--- src/rtl/fan_pwm_pkg.sv ---
package fan_pwm_pkg;
  localparam int DUTY_W  = 8;
  localparam int CNT_MAX = (1 << DUTY_W) - 2;  // 255 slots: 0 .. 254

  typedef logic [DUTY_W-1:0] duty_t;

  // one code toward the goal, never past it
  function automatic duty_t step_toward(input duty_t cur, input duty_t goal);
    if (cur < goal)      return cur + duty_t'(1);
    else if (cur > goal) return cur - duty_t'(1);
    else                 return cur;
  endfunction
endpackage

--- src/rtl/fan_pwm_tick.sv ---
module fan_pwm_tick
  import fan_pwm_pkg::*;
#(
  parameter int HS_DIV = 15,
  parameter int PRE_W  = 8
) (
  input  logic             clk,
  input  logic             rst_n,
  input  logic             fast_sel,
  input  logic             ref_tick,
  input  logic [PRE_W-1:0] lo_div,
  output logic             step_o
);
  logic             hs_tick;
  logic [PRE_W-1:0] pre_cnt, pre_nx;
  logic             pre_hit;

  generate
    if (HS_DIV <= 1) begin : g_hs_direct
      assign hs_tick = 1'b1;
    end else begin : g_hs_div
      localparam int HS_W = $clog2(HS_DIV);
      logic [HS_W-1:0] hs_cnt, hs_nx;
      always_comb begin
        if (hs_cnt == HS_W'(HS_DIV - 1)) hs_nx = '0;
        else                             hs_nx = hs_cnt + HS_W'(1);
      end
      always_ff @(posedge clk or negedge rst_n) begin
        if (!rst_n) hs_cnt <= '0;
        else        hs_cnt <= hs_nx;
      end
      assign hs_tick = (hs_cnt == HS_W'(HS_DIV - 1));
    end
  endgenerate

  assign pre_hit = ref_tick && (pre_cnt >= lo_div);

  always_comb begin
    pre_nx = pre_cnt;
    if (fast_sel)      pre_nx = '0;
    else if (pre_hit)  pre_nx = '0;
    else if (ref_tick) pre_nx = pre_cnt + PRE_W'(1);
  end

  always_ff @(posedge clk or negedge rst_n) begin
    if (!rst_n) pre_cnt <= '0;
    else        pre_cnt <= pre_nx;
  end

  assign step_o = fast_sel ? hs_tick : pre_hit;
endmodule

--- src/rtl/fan_pwm_slew.sv ---
module fan_pwm_slew
  import fan_pwm_pkg::*;
#(
  parameter int IVL_W = 12
) (
  input  logic             clk,
  input  logic             rst_n,
  input  duty_t            goal_i,
  input  logic             ramp_en,
  input  logic [IVL_W-1:0] ramp_ivl,
  output duty_t            slew_o
);
  logic [IVL_W-1:0] ivl_cnt, ivl_nx;
  logic             expire;
  duty_t            cur, cur_nx;

  assign expire = ramp_en && (ivl_cnt >= ramp_ivl);

  always_comb begin
    if (!ramp_en)    ivl_nx = '0;
    else if (expire) ivl_nx = '0;
    else             ivl_nx = ivl_cnt + IVL_W'(1);
  end

  always_comb begin
    if (!ramp_en)    cur_nx = goal_i;
    else if (expire) cur_nx = step_toward(cur, goal_i);
    else             cur_nx = cur;
  end

  always_ff @(posedge clk or negedge rst_n) begin
    if (!rst_n) begin
      ivl_cnt <= '0;
      cur     <= '0;
    end else begin
      ivl_cnt <= ivl_nx;
      cur     <= cur_nx;
    end
  end

  assign slew_o = cur;
endmodule

--- src/rtl/fan_pwm_core.sv ---
module fan_pwm_core
  import fan_pwm_pkg::*;
(
  input  logic  clk,
  input  logic  rst_n,
  input  logic  step_i,
  input  duty_t duty_i,
  output duty_t duty_o,
  output duty_t pos_o,
  output logic  wrap_o,
  output logic  pwm_o
);
  duty_t pos, pos_nx;
  duty_t duty, duty_nx;
  logic  wrap;

  assign wrap = step_i && (pos == duty_t'(CNT_MAX));

  always_comb begin
    pos_nx  = pos;
    duty_nx = duty;
    if (wrap) begin
      pos_nx  = '0;
      duty_nx = duty_i;
    end else if (step_i) begin
      pos_nx  = pos + duty_t'(1);
    end
  end

  always_ff @(posedge clk or negedge rst_n) begin
    if (!rst_n) begin
      pos  <= '0;
      duty <= '0;
    end else begin
      pos  <= pos_nx;
      duty <= duty_nx;
    end
  end

  assign pwm_o  = (pos < duty);
  assign duty_o = duty;
  assign pos_o  = pos;
  assign wrap_o = wrap;
endmodule

--- src/rtl/fan_pwm_drive.sv ---
module fan_pwm_drive
  import fan_pwm_pkg::*;
#(
  parameter int HS_DIV = 15,
  parameter int PRE_W  = 8,
  parameter int IVL_W  = 12
) (
  input  logic             clk,
  input  logic             rst_n,
  input  logic             ref_tick,
  input  logic [7:0]       drive_req,
  input  logic             fast_sel,
  input  logic [PRE_W-1:0] lo_div,
  input  logic             ramp_en,
  input  logic [IVL_W-1:0] ramp_ivl,
  output logic             pwm_out,
  output logic [7:0]       duty_applied
);
  logic [1:0] rst_sync;
  logic       rst_q_n;
  logic       step;
  duty_t      slew_duty;
  duty_t      period_pos;
  logic       period_wrap;

  always_ff @(posedge clk or negedge rst_n) begin
    if (!rst_n) rst_sync <= '0;
    else        rst_sync <= {rst_sync[0], 1'b1};
  end
  assign rst_q_n = rst_sync[1];

  fan_pwm_tick #(.HS_DIV(HS_DIV), .PRE_W(PRE_W)) u_tick (
    .clk      (clk),
    .rst_n    (rst_q_n),
    .fast_sel (fast_sel),
    .ref_tick (ref_tick),
    .lo_div   (lo_div),
    .step_o   (step)
  );

  fan_pwm_slew #(.IVL_W(IVL_W)) u_slew (
    .clk      (clk),
    .rst_n    (rst_q_n),
    .goal_i   (drive_req),
    .ramp_en  (ramp_en),
    .ramp_ivl (ramp_ivl),
    .slew_o   (slew_duty)
  );

  fan_pwm_core u_core (
    .clk    (clk),
    .rst_n  (rst_q_n),
    .step_i (step),
    .duty_i (slew_duty),
    .duty_o (duty_applied),
    .pos_o  (period_pos),
    .wrap_o (period_wrap),
    .pwm_o  (pwm_out)
  );
endmodule

--- config.mk ---
export PLATFORM = sky130hd
export DESIGN_NAME = fan_pwm_drive
export DESIGN_NICKNAME = d
export VERILOG_FILES = /design/src/rtl/fan_pwm_pkg.sv /design/src/rtl/fan_pwm_tick.sv /design/src/rtl/fan_pwm_slew.sv /design/src/rtl/fan_pwm_core.sv /design/src/rtl/fan_pwm_drive.sv
export SDC_FILE = /design/constraint.sdc
export NUM_CORES = 1
export LEC_CHECK = 0
export ABC_AREA = 1
export CAP_MARGIN = 15
export CORE_AREA = 2 2 124 66
export DETAILED_ROUTE_END_ITERATION = 10
export DIE_AREA = 0 0 126 68
export PLACE_DENSITY = 0.71
export SYNTH_ARGS = -nofsm -noshare
export SYNTH_HDL_FRONTEND = slang
export SYNTH_SLANG_ARGS = --single-unit
--- constraint.sdc ---
create_clock -name clk -period 1.5 [get_ports clk]
set_input_delay 0.3 -clock clk [delete_from_list [all_inputs] [get_ports clk]]
set_output_delay 0.3 -clock clk [all_outputs]
set_load 0.01 [all_outputs]
Word-level counts from Yosys, hierarchy flattened
Index checks and enable logic that the tools add are counted.
Widths: inputs -> output; s select.
{"block": "classes", "addsub": 6, "order_cmp": 5, "n_eq_ne": 4, "muxes": 13, "reduce_logical": 6}
{"cell": "$mux 8", "n": 9}
{"cell": "$add 8x1->8 const B", "n": 3}
{"cell": "$mux 12", "n": 2}
{"cell": "$lt 8x8->1", "n": 2}
{"cell": "$add 12x1->12 const B", "n": 1}
{"cell": "$ge 12x12->1", "n": 1}
{"cell": "$eq 8x8->1 const B", "n": 1}
{"cell": "$ge 8x8->1", "n": 1}
{"cell": "$gt 8x8->1", "n": 1}
{"cell": "$sub 8x1->8 const B", "n": 1}
{"cell": "$add 4x1->4 const B", "n": 1}
{"cell": "$eq 4x4->1 const B", "n": 1}
{"cell": "$mux 4", "n": 1}
{"cell": "$logic_and 1x1->1", "n": 3}
{"cell": "$ne 3x1->1 const B", "n": 1}
{"cell": "$reduce_bool 3->1", "n": 1}
{"cell": "$ne 2x1->1 const B", "n": 1}
{"cell": "$reduce_and 2->1", "n": 1}
{"cell": "$reduce_bool 2->1", "n": 1}
{"cell": "$mux 1", "n": 1}
{"block": "totals", "register_bits": 50, "in_bits": 33, "wordCells": 41}

Logic depth before layout (Yosys ltp)
Gate-level depths: netlist (run 1).
{"block": "logic_depth", "depth_word": 5, "mapped_depth": 19}

By module
From an unflattened synthesis (run 1), not the netlist that was laid out.
{"block": "hier_totals", "cells_unflattened": 490, "hier_area_um2": 3692.3}
{"module": "fan_pwm_slew", "instances": 1, "cells_each": 245, "area_each_um2": 1835.5}
{"module": "fan_pwm_core", "instances": 1, "cells_each": 125, "area_each_um2": 948.4}
{"module": "fan_pwm_tick", "instances": 1, "cells_each": 117, "area_each_um2": 854.6}
{"module": "fan_pwm_drive", "instances": 1, "cells_each": 3, "area_each_um2": 53.8}

Least setup slack after synthesis (run 1)
No wires, ideal clock.
{"block": "synth_timing", "kind": "flip-flop to flip-flop", "startpoint": "register u_slew.cur[7], in the netlist u_slew.slew_o[7]", "endpoint": "register u_slew.cur[6], in the netlist u_slew.slew_o[6]", "setup_ps": 117, "arrival_time_ps": 2333, "slack_ps": -949, "stages_incl_launch_ff": 14, "n_path_buf": 0, "path_cell_list": "dfrtp_1 > ha_1 > a21o_1 > nor2_2 > nand2_2 > ha_1 > a21o_1 > nand2_1 > nand3_1 > or2_2 > nand3_1 > o21ai_0 > nand2_1 > nand2_1"}
{"block": "synth_between", "elab_chain_cells": 4}
{"element": "start, declared", "line": "fan_pwm_slew.sv:15", "rtl": "duty_t cur, cur_nx;"}
{"element": "start signal, assigned", "line": "fan_pwm_slew.sv:37", "rtl": "cur <= cur_nx;"}
{"element": "$lt 8x8->1", "line": "fan_pwm_pkg.sv:9", "rtl": "if (cur < goal) return cur + duty_t'(1);"}
{"element": "$mux 8", "line": "fan_pwm_pkg.sv:9"}
{"element": "$mux 8", "line": "fan_pwm_slew.sv:27", "rtl": "else if (expire) cur_nx = step_toward(cur, goal_i);"}
{"element": "$mux 8", "line": "fan_pwm_slew.sv:26", "rtl": "if (!ramp_en) cur_nx = goal_i;"}
Several ways; a longest one is shown, not always the timed one. The select of a mux whose other input is x is not followed.
A chain may end at the register's enable or synchronous reset.

Worst setup path in the final report (run 1)
{"block": "layout_timing", "startpoint": "register u_slew.cur[0], in the netlist u_slew.slew_o[0]", "endpoint": "register u_slew.cur[7], in the netlist u_slew.slew_o[7]"}
{"block": "layout_between", "elab_chain_cells": 5}
{"element": "$sub 8x1->8", "line": "fan_pwm_pkg.sv:10", "rtl": "else if (cur > goal) return cur - duty_t'(1);"}
{"element": "$mux 8", "line": "fan_pwm_pkg.sv:10"}
{"element": "$mux 8", "line": "fan_pwm_pkg.sv:9"}
{"element": "$mux 8", "line": "fan_pwm_slew.sv:27"}
{"element": "$mux 8", "line": "fan_pwm_slew.sv:26"}
Several ways; a longest one is shown, not always the timed one. The select of a mux whose other input is x is not followed.

==> results.yml, run 1 <==
drt:
  wl_per_cell_um: 18.61
  post-route-drc-count: 0
  drtPass1Iterations: 5
  num_vias: 3984
  antenna_left: 0
  wirelength_um: 13460
  drt_iter0_drc: 273
  routed_via_density: 5.510
critical_path:
  cp-end-kind: "flip-flop"
  required_ns: 1.69
  cp.arrival_ns: 2.56
  start_kind: "flip-flop"
  reg2reg_from: "u_slew.slew_o[0]"
  worstSetupPathType: "reg -> reg"
  critPathMaxFanout: 4
  critPathLaunch: "u_slew.slew_o[0]"
global_routing:
  grt_max_degree: 45
  grt_usage_pct: 26.30
  grt_pass1_vias: 3809
  antenna_found_initial: 0
  grt_overflow: 0
  grt_pass1_wl_um: 17710
sta:
  period_needed_ns: 2.367
  setup_viol: 45
  finClkSkew_ns: 0.004849
  final.period_utilization_pct: 157.8
  fmax_ghz: 0.4224
  worst_pin_slew_ns: 0.5676
  fin_ws_ns: -0.8674
  timing_hold_violations_final: 0
  slew_viol_final: 0
  slew_headroom_pct: 61.87
  rsz0062_at_grt: "true"
synth:
  netlist_area_sq_um: 3632
  async_reset_ff_share_pct: 100.0
  netlist_instances: 454
  ys_seq_area_share_pct: 34.45
  syn_nets: 534
  ys_warn_count: 0
  avgSynthCellArea_sq_um: 8.001
  synth_edf_count: 0
  ys.flop_type: "dfrtp_1"
  synth-seq-cells: 50
  synth.distinct_cells: 41
pwr:
  switchingPower_uw: 3754
  p_comb_share_pct: 67.7
  p_seq_share_pct: 19.5
  vdd_drop_max_v: 0.001186
  switching_share_pct: 42.79
  internal_power_uw: 5018
  p_leak_uw: 0.003031
  p_per_area_nw_per_um2: 1405
  pwr-share-clk_pct: 12.8
clocking:
  clock_sinks: 50
  cts_buffer_depth: 2
  insertion_delay_ns: 0.29
  cts.htree.levels: 2
  tritoncts: "built"
  hold_buffers: 0
  cts-root-buf: "clkbuf_16"
  cts.clk_slew.worst_paths_ns: 0.07
  cts_buffers: 5
floorplan:
  fp-row-count: 23
  die_x_um: 126
  die_area_sq_um: 8568
  fp.dieH_um: 68
  initial_core_util_pct: 47.81
  coreArea_sq_um: 7597
  io_pins: 42
run_status:
  violations: "setup timing"
  status: "complete, but fails checks"
place:
  routabilityCongestion: 0.8812
  dp_slack_ns: -1.432
  post-dp-hpwl_um: 6638
  portBuffers: 41
worst_hold_path:
  hp-class: "reg -> async"
cells_and_area:
  postLayoutCoreUtil_pct: 82.20
  diodes: 0
  final_cell_mix: "buf_4 (103), nand2_1 (64), inv_1 (54), dfrtp_1 (49), nand2_2 (30)"
  nets: 703
  synthToLayoutAreaGrowth_pct: 71.93
  final_common_cell: "buf_4"
  drive_above_1_share_pct: 50.72
job:
  drv_cap: 0
cell type report:
cell class	instances	area, sq um
multi-input cells	325	3012
repair buffers	165	1433
fillers	408	1353
flip-flops and latches	50	1252
inverters	76	286.5
clock buffers	6	128.9
well taps	100	125.1
clock inverters	1	7.507
cells by family after synthesis:
group | synth area share [%]
adders and majority gates | 16.40
DFF | 34.45
and+or+nand+nor | 24.63
AOI/OAI and AO/OA | 10.99
buffers and inverters | 8.852
other | 0.1032
xor gates and xnor gates | 4.581
worst paths after layout:
kind / endpoint / slack [ns] / cells past startpoint
min: u_core.duty_o[6] / 0.08 / 0
max in group asynchronous: u_slew.ivl_cnt[6] / 0.94 / 1
max: u_slew.slew_o[7] / -0.87 / 20
min reg2reg: u_core.duty_o[6] / 0.08 / 0
min in group clk: rst_sync[1] / 0.36 / 0
max reg2reg: u_slew.slew_o[7] / -0.87 / 20
cells in the mapped netlist (2+ instances only):
master | count | share of area, %
dfrtp_1 | 50 | 34
nor2_4 | 3 | 0.93
a31oi_1 | 2 | 0.34
xnor2_1 | 5 | 1.2
o21ai_0 | 15 | 2.1
o21ai_2 | 8 | 1.9
nand2_1 | 101 | 10
inv_1 | 74 | 7.6
o21ai_1 | 4 | 0.55
nand4_1 | 10 | 1.7
a21oi_1 | 25 | 3.4
ha_1 | 46 | 16
nand3_2 | 3 | 0.83
nor3_1 | 4 | 0.55
or2_2 | 3 | 0.52
a21o_1 | 2 | 0.41
o211ai_1 | 2 | 0.41
nor2_1 | 36 | 3.7
nand2_2 | 7 | 1.2
buf_4 | 2 | 0.41
nand3_1 | 19 | 2.6
xor2_1 | 14 | 3.4
worst max-delay path, cell delays in order, from the launching register on:
cell and delay, ns:
dfrtp_1 0.40, inv_2 0.08, ha_2 0.16, inv_1 0.05, nand2_2 0.07, nand2_2 0.05
nand2_2 0.07, nand2_4 0.07, nand2_4 0.11, buf_6 0.13, nand2_8 0.07, ha_4 0.28
nand2_2 0.09, nor2_4 0.13, nand2_1 0.06, o211ai_1 0.09, nand3_1 0.11, nand3_1 0.09
nand2_1 0.05, nand2_1 0.05, nand2_1 0.05
power groups by stage:
stage                     combinational, uW  clock [uW]  sequential, uW
final                                  5940        1120            1710
after detailed placement               3520           0            1680
after CTS                              4660        1120            1690
after global placement                 3410           0            1670
after global routing                   6260        1170            1720
after floorplan                        2130           0            1780
sequential cells by signal, indices dropped and copies added, names as in the netlist:
register	count
u_core.duty_o	8
u_slew.ivl_cnt	12
rst_sync	2
u_slew.slew_o	8
u_tick.pre_cnt	8
u_core.pos_o	8
u_tick.g_hs_div.hs_cnt	4
through the flow:
stage / cell area (sq um) / power (uW) / setup TNS (ns) / std cells / hold slack, ns
after floorplan: 3744 / 3903 / -6.567 / 454 / 0.004409
after global placement: 4818 / 5080 / -30.35 / 667 / 0.08021
after detailed placement: 4818 / 5196 / -33.70 / 667 / 0.08080
after CTS: 5663 / 7478 / -15.54 / 707 / 0.08466
after global routing: 6245 / 9160 / -21.31 / 723 / 0.09430
final: 6245 / 8772 / -18.42 / 723 / 0.08130
repair_timing:
action                                  CTS  global route
pin swaps                                66            70
setup buffers                            30            21
gates resized for setup                 134           109
endpoints found under the setup margin   53            45
cloned                                    3             0
layer usage:
layer / part of all wire (%) / global-route usage [%] / up-vias
li1: - / - / 1812
met4: 3.4 / 7.555 / 0
met3: 6.2 / 5.160 / 58
met2: 49 / 45.63 / 178
met1: 42 / 34.27 / 1936
met5: 0 / 0 / -
Note: power is estimated with default switching activity, not from simulation.
==> run 2, diff against run 1 <==
Settings changed: MAX_ROUTING_LAYER set to met4.
==> run 2 against run 1 <==
The run still ends with setup timing left. Maximum frequency is 2.3% lower. Global-route usage is 0.79 points higher. Core utilization fell by 1.3 points. Combinational power is 3% lower. Die area unchanged. Register-to-register slack got worse by 0.06 ns. Worst setup slack got worse by 0.057 ns. First-iteration DRC count rose by 11%. Largest cell class unchanged.
==> results.yml, run 2 (synthesis gave the netlist of run 1 again) <==
critical_path:
  path_cells: "ha_4 -> a21oi_4 -> nor2_4 -> nor2_4 -> nand2_8 -> ha_4 -> nand2_1 -> inv_1 -> nand4_1 -> nand3_2 -> or2_4 -> nand3_2 -> o21ai_1 -> nand2_1 -> nand2_1"
  cp_common_cell: "nand2_1"
  crit_family: "simple AND/OR/NAND/NOR gates"
  start_kind: "flip-flop"
  crit_path_max_incr_delay_ns: 0.41
  cp-end-kind: "flip-flop"
  slowest_stage: "dfrtp_1"
  worstSetupPathType: "reg -> reg"
  crit_cells: 15
  required_ns: 1.69
  reg2reg_depth: 15
  crit_buf_inv: 1
  critPathMaxFanout: 6
  cp.arrival_ns: 2.62
cells_and_area:
  drive_above_1_share_pct: 47.66
  instances_no_fill: 719
  nets: 699
  top_register: "u_slew.ivl_cnt"
  postLayoutCoreUtil_pct: 80.93
  final_common_cell: "buf_4"
  synthToLayoutAreaGrowth_pct: 69.27
  final_cell_mix: "buf_4 (99), nand2_1 (65), inv_1 (60), dfrtp_1 (49), nand2_2 (28)"
  diodes: 0
  largest_reg_flops: 12
drt:
  drt_iter0_drc: 304
  top_layer: "met4"
  met2WireLength_um: 5969
  post-route-drc-count: 0
  wirelength_um: 12520
  antenna_left: 0
  drtPass1Iterations: 5
  num_vias: 3910
  routed-wl-met3_um: 659
  wl_per_cell_um: 17.41
  routed_via_density: 5.438
  wl_met1_um: 5460
floorplan:
  fp.dieH_um: 68
  die_area_sq_um: 8568
  initial_core_util_pct: 47.81
  io_pins: 42
  coreArea_sq_um: 7597
  die_x_um: 126
  fp-row-count: 23
pwr:
  p_leak_uw: 0.002997
  vdd_drop_max_v: 0.001184
  p_per_area_nw_per_um2: 1402
sta:
  fmax_ghz: 0.4125
  period_needed_ns: 2.424
  fin_tns_setup_ns: -18.29
  fin_ws_ns: -0.9243
  timing_hold_violations_final: 0
  rsz0062_at_grt: "true"
  slew_viol_final: 0
  whs_ns: 0.08078
  final.period_utilization_pct: 161.6
  finClkSkew_ns: 0.002926
  setup_viol: 45
clocking:
  cts_buffer_depth: 2
  tritoncts: "built"
  cts_buffers: 5
  cts.htree.levels: 2
  clock_sinks: 50
  cts-root-buf: "clkbuf_16"
  insertion_delay_ns: 0.30
  cts.clk_slew.worst_paths_ns: 0.07
global_routing:
  grt_usage_pct: 27.09
  antenna_found_initial: 0
  grt_overflow: 0
  grt_pass1_vias: 3806
  grt_max_degree: 45
  grt_pass1_wl_um: 17730
worst_hold_path:
  hp-class: "reg -> async"
job:
  drv_cap: 0
place:
  routabilityCongestion: 0.8959
  post-dp-hpwl_um: 6638
  portBuffers: 41
  placedCellCount: 667
run_status:
  status: "complete, but fails checks"
  violations: "setup timing"
==> run 2: cell types whose count changed in the layout (fill, tap and decap cells not counted), moves of 2 or more <==
cell             delta
inv_1               +6
nand2_2             -2
buf_12              +2
dlymetal6s2s_1      -3
xor2_1              +3
ha_1                +3
buf_4               -4
ha_4                -3
clkdlybuf4s50_1     +3
xor2_2              -3
inv_2               -6
==> run 2: metrics by stage <==
stage	setup WS [ns]	total power, uW	cell area (sq um)
2_1_floorplan	-0.7887	3903	3744
3_3_place_gp	-1.355	5080	4818
3_5_place_dp	-1.432	5196	4818
4_1_cts	-0.8241	7478	5663
5_1_grt	-1.011	9032	6148
6_report	-0.9243	8617	6148
==> run 2: final cells by class <==
cell class | instances | area, sq um
fill | 415 | 1449
inverter | 76 | 286.5
clock buffer | 6 | 128.9
timing repair buffer | 161 | 1409
clock inverter | 1 | 7.507
sequential | 50 | 1252
multi-input combinational | 325 | 2939
tap | 100 | 125.1
==> run 2: final timing paths <==
kind	from	end	slack [ns]
setup / recovery	u_slew.slew_o[5]	u_slew.slew_o[6]	-0.92
hold / removal	rst_sync[1]	u_slew.slew_o[7]	0.08
setup reg to reg	u_slew.slew_o[5]	u_slew.slew_o[6]	-0.92
hold reg to reg	rst_sync[1]	u_slew.slew_o[7]	0.08
max in group asynchronous	rst_sync[1]	u_slew.ivl_cnt[3]	0.95
min in group clk	rst_sync[0]	rst_sync[1]	0.36
==> run 2: what timing repair did <==
| action | 4_1_cts | 5_1_grt |
|---|---|---|
| endpoints found under the setup margin | 53 | 45 |
| buffers inserted | 30 | 17 |
| hold buffers | 0 | 0 |
| resized for setup | 134 | 90 |
| gates cloned | 3 | 0 |
| pin swaps | 66 | 55 |
| hold endpoints to repair | 0 | 0 |
==> run 2: worst reg2reg max path: cells and delay by family (launching register included) <==
kind                       cells  cell delay [ns]
and+or+nand+nor               10             1.12
adders and majority gates      2             0.53
DFF                            1             0.41
AOI/OAI and AO/OA              2             0.21
buffers and inverters          1             0.07
==> run 2: metal layers <==
metal	vias to the layer above	track usage, %
met2	159	45.83
li1	1796	-
met1	1902	34.27
met3	53	4.848
met4	0	7.555
met5	-	-
==> run 2: power by group <==
part | leakage [uW] | switching [uW] | internal [uW] | total, uW
Clock | 0.0000629 | 520 | 611 | 1130
Sequential | 0.000655 | 174 | 1530 | 1710
Combinational | 0.00228 | 2990 | 2790 | 5780
Total | 0.00300 | 3680 | 4940 | 8620
